===== config.mk =====
export PLATFORM = sky130hd
export DESIGN_NAME = tri_loop_seq
export DESIGN_NICKNAME = d
export VERILOG_FILES = /design/src/rtl/tri_seq_pkg.sv /design/src/rtl/tri_pad_calc.sv /design/src/rtl/tri_walk_ctrl.sv /design/src/rtl/tri_loop_seq.sv
export SDC_FILE = /design/constraint.sdc
export NUM_CORES = 1
export LEC_CHECK = 0
export CAP_MARGIN = 10
export CORE_AREA = 2 2 65 67
export DETAILED_ROUTE_END_ITERATION = 6
export DIE_AREA = 0 0 67 69
export PLACE_DENSITY = 0.86
export RECOVER_POWER = 50
export SLEW_MARGIN = 0
export SYNTH_ARGS = -nofsm -noshare
export SYNTH_HDL_FRONTEND = slang
export SYNTH_SLANG_ARGS = --single-unit

===== constraint.sdc =====
create_clock -name clk_i -period 4.15 [get_ports clk_i]
set_clock_uncertainty 0.05 [all_clocks]
set_input_delay 0.415 -clock clk_i [delete_from_list [all_inputs] [get_ports clk_i]]
set_output_delay 0.415 -clock clk_i [all_outputs]
set_load 0.005 [all_outputs]

===== src/rtl/tri_seq_pkg.sv =====
package tri_seq_pkg;
  typedef enum logic [1:0] {
    ST_IDLE = 2'd0,
    ST_RUN  = 2'd1,
    ST_PAD  = 2'd2
  } seq_state_e;
endpackage


===== src/rtl/tri_pad_calc.sv =====
// Wait-state count owed after the current row.
module tri_pad_calc #(
  parameter int IDX_W = 4,
  parameter int LAT_W = 4
) (
  input  logic [IDX_W-1:0] row_i,
  input  logic [IDX_W-1:0] size_i,
  input  logic [LAT_W-1:0] lat_i,
  input  logic             pad_all_i,
  output logic [LAT_W-1:0] pad_o
);
  localparam int CW = ((IDX_W > LAT_W) ? IDX_W : LAT_W) + 1;

  logic [CW-1:0] rem_w, lat_w, gap_w;
  logic          short_w, tail_w;

  assign rem_w   = CW'(size_i) - CW'(row_i);
  assign lat_w   = CW'(lat_i);
  assign gap_w   = lat_w - rem_w;
  assign short_w = lat_w > rem_w;
  assign tail_w  = (CW'(row_i) + CW'(1)) == CW'(size_i);

  always_comb begin
    if (tail_w || !short_w) pad_o = '0;
    else if (pad_all_i)     pad_o = lat_i - LAT_W'(1);
    else                    pad_o = LAT_W'(gap_w);
  end
endmodule


===== src/rtl/tri_walk_ctrl.sv =====
module tri_walk_ctrl
  import tri_seq_pkg::*;
#(
  parameter int IDX_W = 4,
  parameter int LAT_W = 4
) (
  input  logic             clk_i,
  input  logic             rst_ni,
  input  logic             start_i,
  input  logic [IDX_W-1:0] size_i,
  input  logic [LAT_W-1:0] lat_i,
  input  logic             pad_all_i,
  input  logic             ready_i,
  input  logic [LAT_W-1:0] pad_cnt_i,
  output logic [IDX_W-1:0] row_o,
  output logic [IDX_W-1:0] col_o,
  output logic [IDX_W-1:0] n_o,
  output logic [LAT_W-1:0] lat_o,
  output logic             mode_o,
  output logic             valid_o,
  output logic             bubble_o,
  output logic             last_o,
  output logic             done_o
);
  localparam int SW = IDX_W + 1;

  seq_state_e       state_q;
  logic [IDX_W-1:0] row_q, col_q, n_q;
  logic [LAT_W-1:0] lat_q, pad_left_q;
  logic             mode_q, done_q;
  logic             fire, row_end, final_row;

  assign fire      = valid_o & ready_i;
  assign row_end   = (SW'(col_q) + SW'(row_q)) == (SW'(n_q) - SW'(1));
  assign final_row = row_q == (n_q - IDX_W'(1));

  always_ff @(posedge clk_i or negedge rst_ni) begin
    if (!rst_ni) begin
      state_q    <= ST_IDLE;
      row_q      <= '0;
      col_q      <= '0;
      n_q        <= '0;
      lat_q      <= '0;
      pad_left_q <= '0;
      mode_q     <= 1'b0;
      done_q     <= 1'b0;
    end else begin
      done_q <= 1'b0;
      unique case (state_q)
        ST_IDLE: begin
          if (start_i) begin
            if (size_i == '0) begin
              done_q <= 1'b1;
            end else begin
              n_q     <= size_i;
              lat_q   <= lat_i;
              mode_q  <= pad_all_i;
              row_q   <= '0;
              col_q   <= '0;
              state_q <= ST_RUN;
            end
          end
        end
        ST_RUN: begin
          if (fire) begin
            if (row_end) begin
              if (final_row) begin
                state_q <= ST_IDLE;
                done_q  <= 1'b1;
              end else if (pad_cnt_i != '0) begin
                pad_left_q <= pad_cnt_i;
                state_q    <= ST_PAD;
              end else begin
                row_q <= row_q + IDX_W'(1);
                col_q <= '0;
              end
            end else begin
              col_q <= col_q + IDX_W'(1);
            end
          end
        end
        ST_PAD: begin
          if (fire) begin
            pad_left_q <= pad_left_q - LAT_W'(1);
            if (pad_left_q == LAT_W'(1)) begin
              row_q   <= row_q + IDX_W'(1);
              col_q   <= '0;
              state_q <= ST_RUN;
            end
          end
        end
        default: state_q <= ST_IDLE;
      endcase
    end
  end

  assign row_o    = row_q;
  assign col_o    = col_q;
  assign n_o      = n_q;
  assign lat_o    = lat_q;
  assign mode_o   = mode_q;
  assign valid_o  = state_q != ST_IDLE;
  assign bubble_o = state_q == ST_PAD;
  assign last_o   = (state_q == ST_RUN) && final_row;
  assign done_o   = done_q;

  assert_pad_range_R4: assert property (@(posedge clk_i) disable iff (!rst_ni)
    (state_q == ST_PAD) |-> (pad_left_q != '0) && (pad_left_q < lat_q));
  assert_col_bound_R2: assert property (@(posedge clk_i) disable iff (!rst_ni)
    (state_q == ST_RUN) |-> ((SW'(col_q) + SW'(row_q)) < SW'(n_q)));
  assert_size_sealed_R9: assert property (@(posedge clk_i) disable iff (!rst_ni)
    (valid_o && $past(valid_o)) |-> $stable(n_q) && $stable(lat_q) && $stable(mode_q));
endmodule


===== src/rtl/tri_loop_seq.sv =====
module tri_loop_seq #(
  parameter int IDX_W = 4,
  parameter int LAT_W = 4
) (
  input  logic             clk_i,
  input  logic             rst_ni,
  input  logic             start_i,
  input  logic [IDX_W-1:0] size_i,
  input  logic [LAT_W-1:0] lat_i,
  input  logic             pad_all_i,
  input  logic             ready_i,
  output logic             valid_o,
  output logic             bubble_o,
  output logic             last_o,
  output logic [IDX_W-1:0] row_o,
  output logic [IDX_W-1:0] col_o,
  output logic             done_o
);
  logic [IDX_W-1:0] row_w, n_w;
  logic [LAT_W-1:0] lat_w, pad_w;
  logic             mode_w;

  tri_pad_calc #(.IDX_W(IDX_W), .LAT_W(LAT_W)) u_pad (
    .row_i(row_w), .size_i(n_w), .lat_i(lat_w), .pad_all_i(mode_w), .pad_o(pad_w)
  );

  tri_walk_ctrl #(.IDX_W(IDX_W), .LAT_W(LAT_W)) u_walk (
    .clk_i(clk_i), .rst_ni(rst_ni), .start_i(start_i), .size_i(size_i),
    .lat_i(lat_i), .pad_all_i(pad_all_i), .ready_i(ready_i), .pad_cnt_i(pad_w),
    .row_o(row_w), .col_o(col_o), .n_o(n_w), .lat_o(lat_w), .mode_o(mode_w),
    .valid_o(valid_o), .bubble_o(bubble_o), .last_o(last_o), .done_o(done_o)
  );

  assign row_o = row_w;

  assert_hold_R7: assert property (@(posedge clk_i) disable iff (!rst_ni)
    (valid_o && !ready_i) |=> valid_o && $stable(bubble_o) && $stable(last_o)
                              && $stable(row_o) && $stable(col_o));
  assert_last_real_R6: assert property (@(posedge clk_i) disable iff (!rst_ni)
    last_o |-> valid_o && !bubble_o && (col_o == '0));
  assert_done_idle_R8: assert property (@(posedge clk_i) disable iff (!rst_ni)
    done_o |-> !valid_o);
  assert_done_pulse_R8: assert property (@(posedge clk_i) disable iff (!rst_ni)
    done_o |=> !done_o);
endmodule


==> flow_metrics.env <==
export IMPL_place_ws_ps=402
export IMPL_cts_sinks=24
export IMPL_root_buffer="clkbuf_8"
export IMPL_worst_setup_path_type="flip-flop to flip-flop"
export IMPL_vias=1704
export IMPL_max_freq_mhz=261
export IMPL_antenna_cells=0
export IMPL_drv_cap=0
export IMPL_path_clk_slew_ps=90
export IMPL_tightest_slew_ps=829
export IMPL_ff2ff_setup_slack_ps=330
export IMPL_cts_tree="built"
export IMPL_synth_area_sq_um=2170
export IMPL_slew_headroom_pct=44.7
export IMPL_synth_edff_count=0
export IMPL_grt_total_usage_pct=22.5
export IMPL_slew_violations=0
export IMPL_synthCells=224
export IMPL_drc=0
export IMPL_status="completed"
export IMPL_cts_max_path_buffers=2
export IMPL_synth_compound_area_share_pct=16.2
export IMPL_crit_fanout=7
export IMPL_yosys_area_share_xor_xnor_pct=7.60
export IMPL_postCtsHoldBufs=0
export IMPL_core_area_sq_um=3910
export IMPL_viasPerCell=5.64
export IMPL_worstSetupStartpointType="flip-flop"
export IMPL_worst_setup_path_end_kind="flip-flop"
export IMPL_hold_viol_final=0
export IMPL_die_y_um=69
export IMPL_ys_seq_elements=24
export IMPL_hold_ws_ps=462
export IMPL_ys_warnings_count=0
export IMPL_yosys_top_cells_area="dfrtp_1 (28%), ha_1 (14%), xnor2_1 (5.6%)"
export IMPL_cp_data_required_time_ps=4260
export IMPL_numCtsBuffers=3
export IMPL_rows=23
export IMPL_start_util_pct=55.5
export IMPL_yosysUniqueCellTypes=57
export IMPL_synthToLayoutAreaGrowth_pct=16.6
export IMPL_antenna_found_initial=0
export IMPL_drt_iter0_drc=68
export IMPL_arrival_ps=3940
export IMPL_dp_hpwl_um=3620
export IMPL_cts_setup_buffers=0
export IMPL_grt_pass1_vias=1845
export IMPL_grt_pass1_wl_um=8280
export IMPL_die_area_sq_um=4620
export IMPL_dpl_cell_area_sq_um=2480
export IMPL_post_drt_wl_per_cell_um=15.2
export IMPL_path_cells="ha_1 -> inv_1 -> fa_1 -> xnor2_1 -> or2_2 -> ha_1 -> a21oi_1 -> a21boi_0 -> nor4_1 -> o2111ai_2 -> nand2_1 -> a21o_4 -> mux2_4"
export IMPL_setup_viol=0
export IMPL_rsz0062_at_grt="false"
export IMPL_synth_simple_gate_area_share_pct=18.7
export IMPL_grt_overflow=0
export IMPL_min_period_ps=3820
export IMPL_synth_async_reset_ratio_pct=100
export IMPL_max_stage_delay_ps=510
export IMPL_die_w_um=67
export IMPL_htreeDepth=1
export IMPL_ant_nets=0
export IMPL_synth_top_family_by_area="simple AND/OR/NAND/NOR gates"
export IMPL_drive_above_1_share_pct=12.3
export IMPL_place_congestion=0.882
export IMPL_finalCritPeriodShare_pct=92.2
export IMPL_nFillCells=337
export IMPL_fin_setup_tns_ps=0
export IMPL_ios=25
export IMPL_ys_flop_type="dfrtp_1"
export IMPL_drt_pre_antenna_iters=4
export IMPL_synth_commonest_cells="inv_1 (27), ha_1 (25), dfrtp_1 (24)"
export IMPL_synth_area_mux_share_pct=7.66
export IMPL_synth_top_area_share_pct=27.6
export IMPL_multi_input_comb_area_sq_um=1460
export IMPL_port_buffer_count=24
export IMPL_seq_area_frac_synth_pct=27.6
export IMPL_nets=294
export IMPL_cp_common_cell="ha_1"
export IMPL_crit_slowest_cell="dfrtp_1"
export IMPL_avgSynthCellArea_sq_um=9.70
export IMPL_holdCritPathClass="flip-flop to flip-flop"
export IMPL_yosys_area_top_type="dfrtp_1"
export IMPL_regArea_sq_um=601
export IMPL_post_cts_resized=0
export IMPL_final_area_sq_um=2530
export IMPL_synth_nets=265
export IMPL_wirelength_um=4580
export IMPL_fin_ws_ps=325
export IMPL_grt_max_degree=25
export IMPL_synth_fa_ha_area_share_pct=17.2
export IMPL_synth_most_common_cell="inv_1"
export IMPL_clock_latency_ps=270
-- critical path: cells and delay by family (launching register included) --
family | cells | cell delay (ps)
AND/OR/NAND/NOR | 3 | 970
XOR/XNOR | 1 | 160
multiplexers | 1 | 300
flip-flops | 1 | 510
AO/OA/AOI/OAI | 4 | 760
adder cells (fa/ha/maj) | 3 | 940
buffers and inverters | 1 | 50
-- flip-flops by register name (all words and copies together), names as in the netlist --
signal / flops
u_walk.row_o: 4
u_walk.done_o: 1
u_walk.pad_left_q: 4
u_walk.col_o: 4
u_walk.lat_o: 4
u_walk.state_q: 2
u_walk.mode_o: 1
u_walk.n_o: 4
-- path summary, 6_finish.rpt --
path	endpoint	cells past startpoint	start
min reg2reg	u_walk.lat_o[0]$_DFFE_PN0P_	1	u_walk.lat_o[0]$_DFFE_PN0P_
min	u_walk.lat_o[0]$_DFFE_PN0P_	1	u_walk.lat_o[0]$_DFFE_PN0P_
min in group asynchronous	u_walk.state_q[0]$_DFFE_PN0P_	1	rst_ni
max in group asynchronous	u_walk.lat_o[0]$_DFFE_PN0P_	2	rst_ni
max	u_walk.row_o[0]$_DFFE_PN0P_	13	u_walk.row_o[0]$_DFFE_PN0P_
max reg2reg	u_walk.row_o[0]$_DFFE_PN0P_	13	u_walk.row_o[0]$_DFFE_PN0P_
-- metal layers --
metal | track usage, % | vias up | share of wire, % | wire [um]
met5 | 0 | - | 0 | 0
li1 | - | 862 | - | -
met2 | 38.0 | 30 | 49 | 2250
met3 | 2.45 | 8 | 3.3 | 149
met4 | 4.76 | 0 | 1.4 | 65
met1 | 30.8 | 804 | 46 | 2120
-- cells in the final DEF, fill, tap and decap left out, types with 4 or more instances in the layout --
cell type / Yosys / final
a21oi_1: 13 / 13
clkbuf_8: 0 / 4
clkdlybuf4s50_1: 0 / 17
dfrtp_1: 24 / 24
dlygate4sd3_1: 0 / 7
ha_1: 25 / 25
inv_1: 27 / 27
mux2_2: 9 / 9
mux2i_1: 5 / 5
nand2_1: 15 / 15
nand3_1: 7 / 7
nor2_1: 8 / 8
o21ai_0: 5 / 5
xnor2_1: 14 / 14
-- cell families (layout without fill, tap and decap cells) --
group                      Yosys count  count (layout)
and+or+nand+nor                     65              65
AOI/OAI and AO/OA                   45              45
buffers and inverters               29              57
adders and majority gates           28              28
DFF                                 24              24
xor gates and xnor gates            18              18
muxes                               15              15
-- metrics by stage --
stage               util (%)  instances
floorplan                  -        224
global route            64.8        302
finish                  64.8        302
CTS                     64.7        301
global placement        63.3        297
detailed placement      63.3        297
-- final cells by class --
class,count,area share [%]
Clock buffer,4,2.17
Inverter,27,4.00
Sequential cell,24,23.7
Multi-Input combinational cell,171,57.7
Tap cell,50,2.47
Timing Repair Buffer,26,9.92
Power is left out: the tool's default activity adds up to more than one toggle a clock period on the data nets, which glitch-free logic cannot reach.
